$ cat src/rtl/irqlc_pkg.sv
package irqlc_pkg;

    typedef enum logic [1:0] {
        SEL_ENABLE = 2'd0,
        SEL_VECTOR = 2'd1,
        SEL_STATUS = 2'd2,
        SEL_SPARE  = 2'd3
    } reg_sel_e;

    localparam int BIT_DATA_AVAIL = 0;
    localparam int BIT_STS_VALID  = 1;
    localparam int BIT_LOC_CHANGE = 2;
    localparam int BIT_CMD_READY  = 7;
    localparam int BIT_GLOBAL_EN  = 31;

    localparam logic [31:0] POLARITY_FIELD = 32'h0000_0018;
    localparam logic [31:0] ENABLE_RESET   = 32'h0000_0008;

    // Source bits that may latch into a status register.
    function automatic logic [31:0] source_mask(input bit with_valid);
        logic [31:0] m;
        m = '0;
        m[BIT_DATA_AVAIL] = 1'b1;
        m[BIT_LOC_CHANGE] = 1'b1;
        m[BIT_CMD_READY]  = 1'b1;
        m[BIT_STS_VALID]  = with_valid;
        return m;
    endfunction

    // Bits that an enable-register write keeps.
    function automatic logic [31:0] enable_keep(input bit with_valid);
        logic [31:0] m;
        m = source_mask(with_valid) | POLARITY_FIELD;
        m[BIT_GLOBAL_EN] = 1'b1;
        return m;
    endfunction

endpackage

$ cat src/rtl/irqlc_slot.sv
module irqlc_slot
    import irqlc_pkg::*;
#(
    parameter bit WITH_VALID = 1'b1
) (
    input  logic        clk,
    input  logic        rst,
    input  logic        en_we,
    input  logic        sts_we,
    input  logic [31:0] wdata,
    input  logic        evt_hit,
    input  logic [7:0]  evt_src,
    output logic [31:0] en_q,
    output logic [31:0] sts_q,
    output logic        latch_any,
    output logic        zero_next
);
    localparam logic [31:0] SRC_M  = source_mask(WITH_VALID);
    localparam logic [31:0] KEEP_M = enable_keep(WITH_VALID);

    logic [31:0] latch_bits;
    logic [31:0] clr_bits;
    logic [31:0] sts_d;

    always_comb begin
        latch_bits = '0;
        if (evt_hit && en_q[BIT_GLOBAL_EN])
            latch_bits = {24'b0, evt_src} & en_q & SRC_M;
        clr_bits  = sts_we ? (wdata & SRC_M) : '0;
        sts_d     = (sts_q & ~clr_bits) | latch_bits;
        latch_any = |latch_bits;
        zero_next = (sts_d == '0);
    end

    always_ff @(posedge clk) begin
        if (rst) begin
            en_q  <= ENABLE_RESET;
            sts_q <= '0;
        end else begin
            if (en_we)
                en_q <= wdata & KEEP_M;
            sts_q <= sts_d;
        end
    end

    // the enable register moves only on an accepted write
    p_en_hold_r3: assert property (@(posedge clk) disable iff (rst)
        !en_we |=> $stable(en_q));

    // no unsupported bit ever appears in status
    p_sts_supported_r6: assert property (@(posedge clk) disable iff (rst)
        (sts_q & ~SRC_M) == '0);

    // a newly set status bit needs global and per-source enable
    p_latch_gated_r4: assert property (@(posedge clk) disable iff (rst)
        (|(sts_q & ~$past(sts_q))) |->
            ($past(en_q[BIT_GLOBAL_EN]) &&
             ((sts_q & ~$past(sts_q) & ~$past(en_q)) == '0)));
endmodule

$ cat src/rtl/irqlc_line.sv
module irqlc_line #(
    parameter int NUM_LOC = 5
) (
    input  logic               clk,
    input  logic               rst,
    input  logic [NUM_LOC-1:0] raise_vec,
    input  logic [NUM_LOC-1:0] lower_vec,
    output logic               irq
);
    logic irq_d;

    always_comb begin
        irq_d = irq;
        if (|raise_vec)
            irq_d = 1'b1;
        else if (|lower_vec)
            irq_d = 1'b0;
    end

    always_ff @(posedge clk) begin
        if (rst) irq <= 1'b0;
        else     irq <= irq_d;
    end

    // any latch drives the line high next cycle
    p_irq_raise_r4: assert property (@(posedge clk) disable iff (rst)
        (|raise_vec) |=> irq);

    // a clear to zero without a concurrent latch drops the line
    p_irq_lower_r7: assert property (@(posedge clk) disable iff (rst)
        ((|lower_vec) && !(|raise_vec)) |=> !irq);
endmodule

$ cat src/rtl/irqlc_top.sv
module irqlc_top
    import irqlc_pkg::*;
#(
    parameter int         NUM_LOC    = 5,
    parameter bit         WITH_VALID = 1'b1,
    parameter logic [3:0] IRQ_VECTOR = 4'd5
) (
    input  logic        clk,
    input  logic        rst,
    input  logic [2:0]  active_loc,
    input  logic        wr_en,
    input  logic [2:0]  wr_loc,
    input  logic [1:0]  wr_sel,
    input  logic [31:0] wr_data,
    input  logic [2:0]  rd_loc,
    input  logic [1:0]  rd_sel,
    output logic [31:0] rd_data,
    input  logic        evt_valid,
    input  logic [2:0]  evt_loc,
    input  logic [7:0]  evt_src,
    output logic        irq
);
    localparam int LOC_W = 3;

    logic               wr_ok;
    logic [31:0]        en_arr  [NUM_LOC];
    logic [31:0]        sts_arr [NUM_LOC];
    logic [NUM_LOC-1:0] raise_vec;
    logic [NUM_LOC-1:0] zero_vec;
    logic [NUM_LOC-1:0] lower_vec;

    assign wr_ok = wr_en && (wr_loc == active_loc) &&
                   (active_loc < LOC_W'(NUM_LOC));

    for (genvar i = 0; i < NUM_LOC; i++) begin : g_slot
        logic sel_me;
        logic sts_we;
        assign sel_me = wr_ok && (wr_loc == LOC_W'(i));
        assign sts_we = sel_me && (wr_sel == SEL_STATUS);

        irqlc_slot #(.WITH_VALID(WITH_VALID)) u_slot (
            .clk       (clk),
            .rst       (rst),
            .en_we     (sel_me && (wr_sel == SEL_ENABLE)),
            .sts_we    (sts_we),
            .wdata     (wr_data),
            .evt_hit   (evt_valid && (evt_loc == LOC_W'(i))),
            .evt_src   (evt_src),
            .en_q      (en_arr[i]),
            .sts_q     (sts_arr[i]),
            .latch_any (raise_vec[i]),
            .zero_next (zero_vec[i])
        );

        assign lower_vec[i] = sts_we && zero_vec[i];
    end

    irqlc_line #(.NUM_LOC(NUM_LOC)) u_line (
        .clk       (clk),
        .rst       (rst),
        .raise_vec (raise_vec),
        .lower_vec (lower_vec),
        .irq       (irq)
    );

    always_comb begin
        rd_data = 32'hFFFF_FFFF;
        for (int i = 0; i < NUM_LOC; i++) begin
            if (rd_loc == LOC_W'(i)) begin
                case (reg_sel_e'(rd_sel))
                    SEL_ENABLE: rd_data = en_arr[i];
                    SEL_STATUS: rd_data = sts_arr[i];
                    SEL_VECTOR: rd_data = {28'b0, IRQ_VECTOR};
                    default:    rd_data = '0;
                endcase
            end
        end
    end
endmodule

$ cat config.mk
export PLATFORM = sky130hd
export DESIGN_NAME = irqlc_top
export DESIGN_NICKNAME = d
export VERILOG_FILES = /design/src/rtl/irqlc_pkg.sv /design/src/rtl/irqlc_slot.sv /design/src/rtl/irqlc_line.sv /design/src/rtl/irqlc_top.sv
export SDC_FILE = /design/constraint.sdc
export NUM_CORES = 1
export LEC_CHECK = 0
export BUFFER_PORTS_ARGS = -buffer_cell sky130_fd_sc_hd__buf_2
export CELL_PAD_IN_SITES_DETAIL_PLACEMENT = 1
export CELL_PAD_IN_SITES_GLOBAL_PLACEMENT = 2
export CORE_ASPECT_RATIO = 1.4
export CORE_MARGIN = 1
export CORE_UTILIZATION = 29
export DETAILED_ROUTE_END_ITERATION = 8
export GPL_ROUTABILITY_DRIVEN = 1
export PLACE_DENSITY = 0.76
export RECOVER_POWER = 50
export SYNTH_ARGS = -nofsm -noshare
export SYNTH_HDL_FRONTEND = slang
export SYNTH_SLANG_ARGS = --single-unit
$ cat constraint.sdc
create_clock -name clk -period 3.4 [get_ports clk]
set_input_delay 0.51 -clock clk [delete_from_list [all_inputs] [get_ports clk]]
set_output_delay 0.51 -clock clk [all_outputs]
set_load 0.005 [all_outputs]
== Word-level counts from Yosys, hierarchy flattened ==
Index checks and enable logic that the tools add are counted.
Word-level totals
  logic and storage cells: 115
  register bits: 196
  input bits: 60
  output and inout bits: 33
Operators by class
  equality and inequality tests: 16
  mux-type cells: 22
  bitwise operators: 20
  reduce and logical (&&, ||, !) cells: 45
  magnitude comparators: 1
Operator list (count)
  $pmux W32 S3: 5
  $and A32 B32 Y32: 5
  $logic_not A32 Y1: 5
  $mux W32: 5
  $not A32 Y32: 5
  $or A32 B32 Y32: 5
  $reduce_or A160 Y1: 1
  $mux W8: 10
  $and A8 B8 Y8: 5
  $logic_and A1 B1 Y1: 32
  $eq A3 B2 Y1 const B: 6
  $eq A3 B1 Y1 const B: 3
  $eq A3 B3 Y1 const B: 3
  $logic_not A3 Y1: 3
  $reduce_or A5 Y1: 1
  $eq A2 B2 Y1 const B: 2
  $logic_not A2 Y1: 2
  $eq A3 B3 Y1: 1
  $lt A3 B3 Y1 const B: 1
  $eq A2 B1 Y1 const B: 1
  $mux W1: 2
  $reduce_bool A2 Y1: 1

== Logic depth before layout (Yosys ltp) ==
  depth in word-level cells: 14
  gate-level depth with buffers: 7
  depth with buffers taken out: 5

== Hierarchy ==
From an unflattened synthesis, not the netlist that was laid out.
Unflattened totals
  cell total of the unflattened synthesis: 863
  area, all modules: 7546.0 um2
By module, submodules not included
  irqlc_slot: times used 5, seq. area each 220.2 um2, area each 837.1 um2, cells an instance 98
  irqlc_top: times used 1, seq. area each 0.0 um2, area each 3305.7 um2, cells an instance 367
  irqlc_line: times used 1, seq. area each 20.0 um2, area each 55.1 um2, cells an instance 6

== Worst setup path after synthesis ==
No wires, ideal clock.
  kind: in2out
  start point: input rd_loc[2]
  end point: output rd_data[10]
  data arrival time: 1.822 ns
  required time: 2.890 ns
  stages on the path: 4
  setup slack: 1.068 ns
  buffers on the path: 3
  cells stage by stage: clkbuf_1 > clkbuf_1 > o21a_1 > buf_4
Between the ends
  word-level cells in the longest chain between the ends: 6
  elaborated cells on any way between the ends: 10
  those cells by class: eq/ne: 4; mux: 5; reduce/logical: 1
RTL lines
  start, declared: RTL line irqlc_top.sv:15  | input logic [2:0] rd_loc,
  $logic_not A3 Y1: RTL line irqlc_top.sv:69  | if (rd_loc == LOC_W'(i)) begin
  $mux W32 (4 in a row): RTL line irqlc_top.sv:69
  $mux W32 *: RTL line irqlc_top.sv:69
  end, declared: RTL line irqlc_top.sv:17  | output logic [31:0] rd_data,
Every way passes the cells marked *; elsewhere a longest branch is shown, timed or not.

== Worst setup path after layout ==
  start point: input rd_loc[0]
  end point: output rd_data[7]
Same word-level chain as after synthesis.

==> metrics.yaml <==
outcome: "complete, no violations"
crit_path_max_fanout: 24
place_congestion: 0.881
vias_per_cell: 5.51
area_delta_synth_final_pct: 12.0
syn_area_sq_um: 3390
dp.final_hpwl_mm: 8.40
core_region_area_sq_um: 11300
crit_top_cell: "buf_2"
synth_top_cell_by_area: "dfxtp_1"
synth_edf_count: 0
final_cell_mix: "61 x buf_2, 60 x nor2_1, 56 x dfxtp_1"
slew-limit-headroom: 0.265
portBuffers: 63
startpoint_type: "primary input"
drv_cap: 0
cts_tree: "done"
final-max-slew-violation-count: 0
grt_pass1_vias: 3272
die_h_microns: 130
vias: 3218
end_kind: "output pin"
root_buffer: "clkbuf_16"
post_cts_resize_count: 0
track_usage: 0.198
io_pins: 93
fp.dieW_microns: 93.4
fin_ws_ns: 0.669
leakagePower_nw: 1.47
clk_latency_ns: 0.30
wl_per_cell_microns: 19.6
fin_nets: 499
post_synth.cell_area_avg_sq_um: 8.22
mostFrequentLayoutCell: "buf_2"
layout_min_cycle_time_ns: 2.73
cts_setup_buffers: 0
synth_compound_area_frac: 0.204
cts_sinks: 56
syn_inst: 413
slowest_delay_ns: 0.61
hold_path_startpoint: "g_slot[3].u_slot.en_q[3]"
min_to: "g_slot[3].u_slot.en_q[3]"
yosysSeqAreaShare: 0.330
synth_top_area_share: 0.330
ant_nets: 0
power.density_nw_per_um2: 374
yosys_warnings: 0
synthAdderAreaFrac: 0
fmax_mhz: 366
drtPass1Iterations: 4
hold_path_depth: 1
synthArstFlopShare: 0
crit_chain: "buf_2 > mux4_2 > mux2i_1 > nor2_1 > o21a_1 > buf_2"
cts.path.max_buffers: 2
r2r-start: "g_slot[2].u_slot.en_q[7]"
rows: 46
ys.flop_type: "dfxtp_1"
synthSimpleGateAreaFrac: 0.222
antenna_found_initial: 0
wl_mm: 11.4
synthMuxAreaShare: 0.142
grt-ovfl-total: 0
numCtsBuffers: 5
yosys_register_bits: 56
tns_ns: 0
grt_pass1_wl_mm: 18.2
finClkSkew_ns: 0.00377
final-hold-violation-count: 0
synth_cell_type_count: 46
critPathSlowestCell: "mux4_2"
period_share: 0.803
cts-hold-fix-buffers: 0
critPathLaunch: "rd_loc[0]"
dp_slack_ns: 0.687
cp.arrival_ns: 2.22
synth_xor_xnor_area_share: 0.00516
drcViolationCount: 0
dr.first_iter.drc_count: 161
synth_top_family_by_area: "simple AND/OR/NAND/NOR gates"
htree_levels: 2
cts.clk_slew.worst_paths_ns: 0.07
drive_gt1_frac: 0.189
worstSetupPathType: "in -> out"
diodes: 0
synth_nets: 473
reg2reg_slack_ns: 1.49
grt_start_max_net_pins: 58
worst_r2r_path_depth: 6
hold_path.class: "reg -> reg"
vdd_drop_max_v: 0.000217
dieArea_sq_um: 12100
yosys-top-cells-area: "dfxtp_1 33%, mux2i_1 11%, nor2_1 6.6%"
critPathRequiredTime_ns: 2.89
dpl.cell_count: 576
fin_cells: 584
start_util: 0.299
r2r-end: "u_line.irq"
worst_pin_slew_ns: 1.10
rsz0062_at_grt: "no"
finalSetupViolCount: 0
==> logic make-up (layout without fill, tap and decap cells) <==
kind of cell	Yosys count	count (layout)
and+or+nand+nor	150	150
AOI/OAI and AO/OA	99	99
buffers and inverters	63	90
DFF	56	56
muxes	43	43
xor gates and xnor gates	2	2
==> synth_stat cells, types with 3 or more instances <==
cell type and number:
a211oi_1 10, o311ai_0 3, nand3b_1 3, clkbuf_1 26
o21ai_1 4, a22o_1 7, o21a_1 4, nor2_1 60
nor3_1 11, a222oi_1 3, buf_4 24, inv_1 11
nand3_1 16, nand2b_1 11, dfxtp_1 56, a21oi_1 19
mux2i_1 37, a211o_1 6, o21ai_0 18, nor4_1 3
nor2b_1 4, nor4b_1 3, a22oi_1 6, nand2_1 25
a32oi_1 9, mux4_2 4
==> worst max-delay path: cells and delay by family <==
family	cells	cell delay, ns
compound gates	1	0.17
buf+inv	2	0.59
mux	2	0.88
simple gates	1	0.07
==> state kept, by name, summed over array words and instances, names as in the netlist <==
name,cells
g_slot.u_slot.en_q,35
u_line.irq,1
g_slot.u_slot.sts_q,20
==> power breakdown <==
group / switching [mW] / internal [mW] / total, mW
combinational: 0.107 / 0.0563 / 0.163
clock: 0.250 / 0.351 / 0.601
sequential: 0.000588 / 0.656 / 0.656
total: 0.357 / 1.06 / 1.42
==> layout make-up <==
class | instances | area [sq um]
clock buffers | 5 | 125
clock inverters | 3 | 46.3
fillers | 1379 | 7540
inverters | 11 | 41.3
multi-input cells | 294 | 1930
flip-flops and latches | 56 | 1120
well taps | 144 | 180
repair buffers | 71 | 354
==> routing by layer <==
metal,part of all wire,global-route usage,vias to the layer above
li1,-,-,1523
met1,0.42,0.227,1566
met2,0.50,0.361,103
met3,0.038,0.0210,26
met4,0.043,0.102,0
met5,0,0,-
==> how the worst max path moves through the flow <==
stage / endpoint / slack, ns / cells past startpoint
after detailed placement: rd_data[1] / 0.69 / 6
after CTS: rd_data[1] / 0.68 / 6
after global routing: rd_data[7] / 0.57 / 6
after global placement: rd_data[1] / 0.70 / 6
final: rd_data[7] / 0.67 / 6
after floorplan: rd_data[10] / 1.07 / 4
==> through the flow <==
| stage | hold slack, ns | util | power (mW) | cell area (sq um) |
|---|---|---|---|---|
| finish | 0.470 | 0.335 | 1.42 | 3800 |
| global route | 0.484 | 0.335 | 1.48 | 3800 |
| CTS | 0.469 | 0.338 | 1.43 | 3830 |
| detailed placement | 0.451 | 0.323 | 0.838 | 3660 |
| global placement | 0.445 | 0.323 | 0.835 | 3660 |
| floorplan | 0.435 | - | 0.787 | 3390 |
Power figures use the tool's default switching activity.
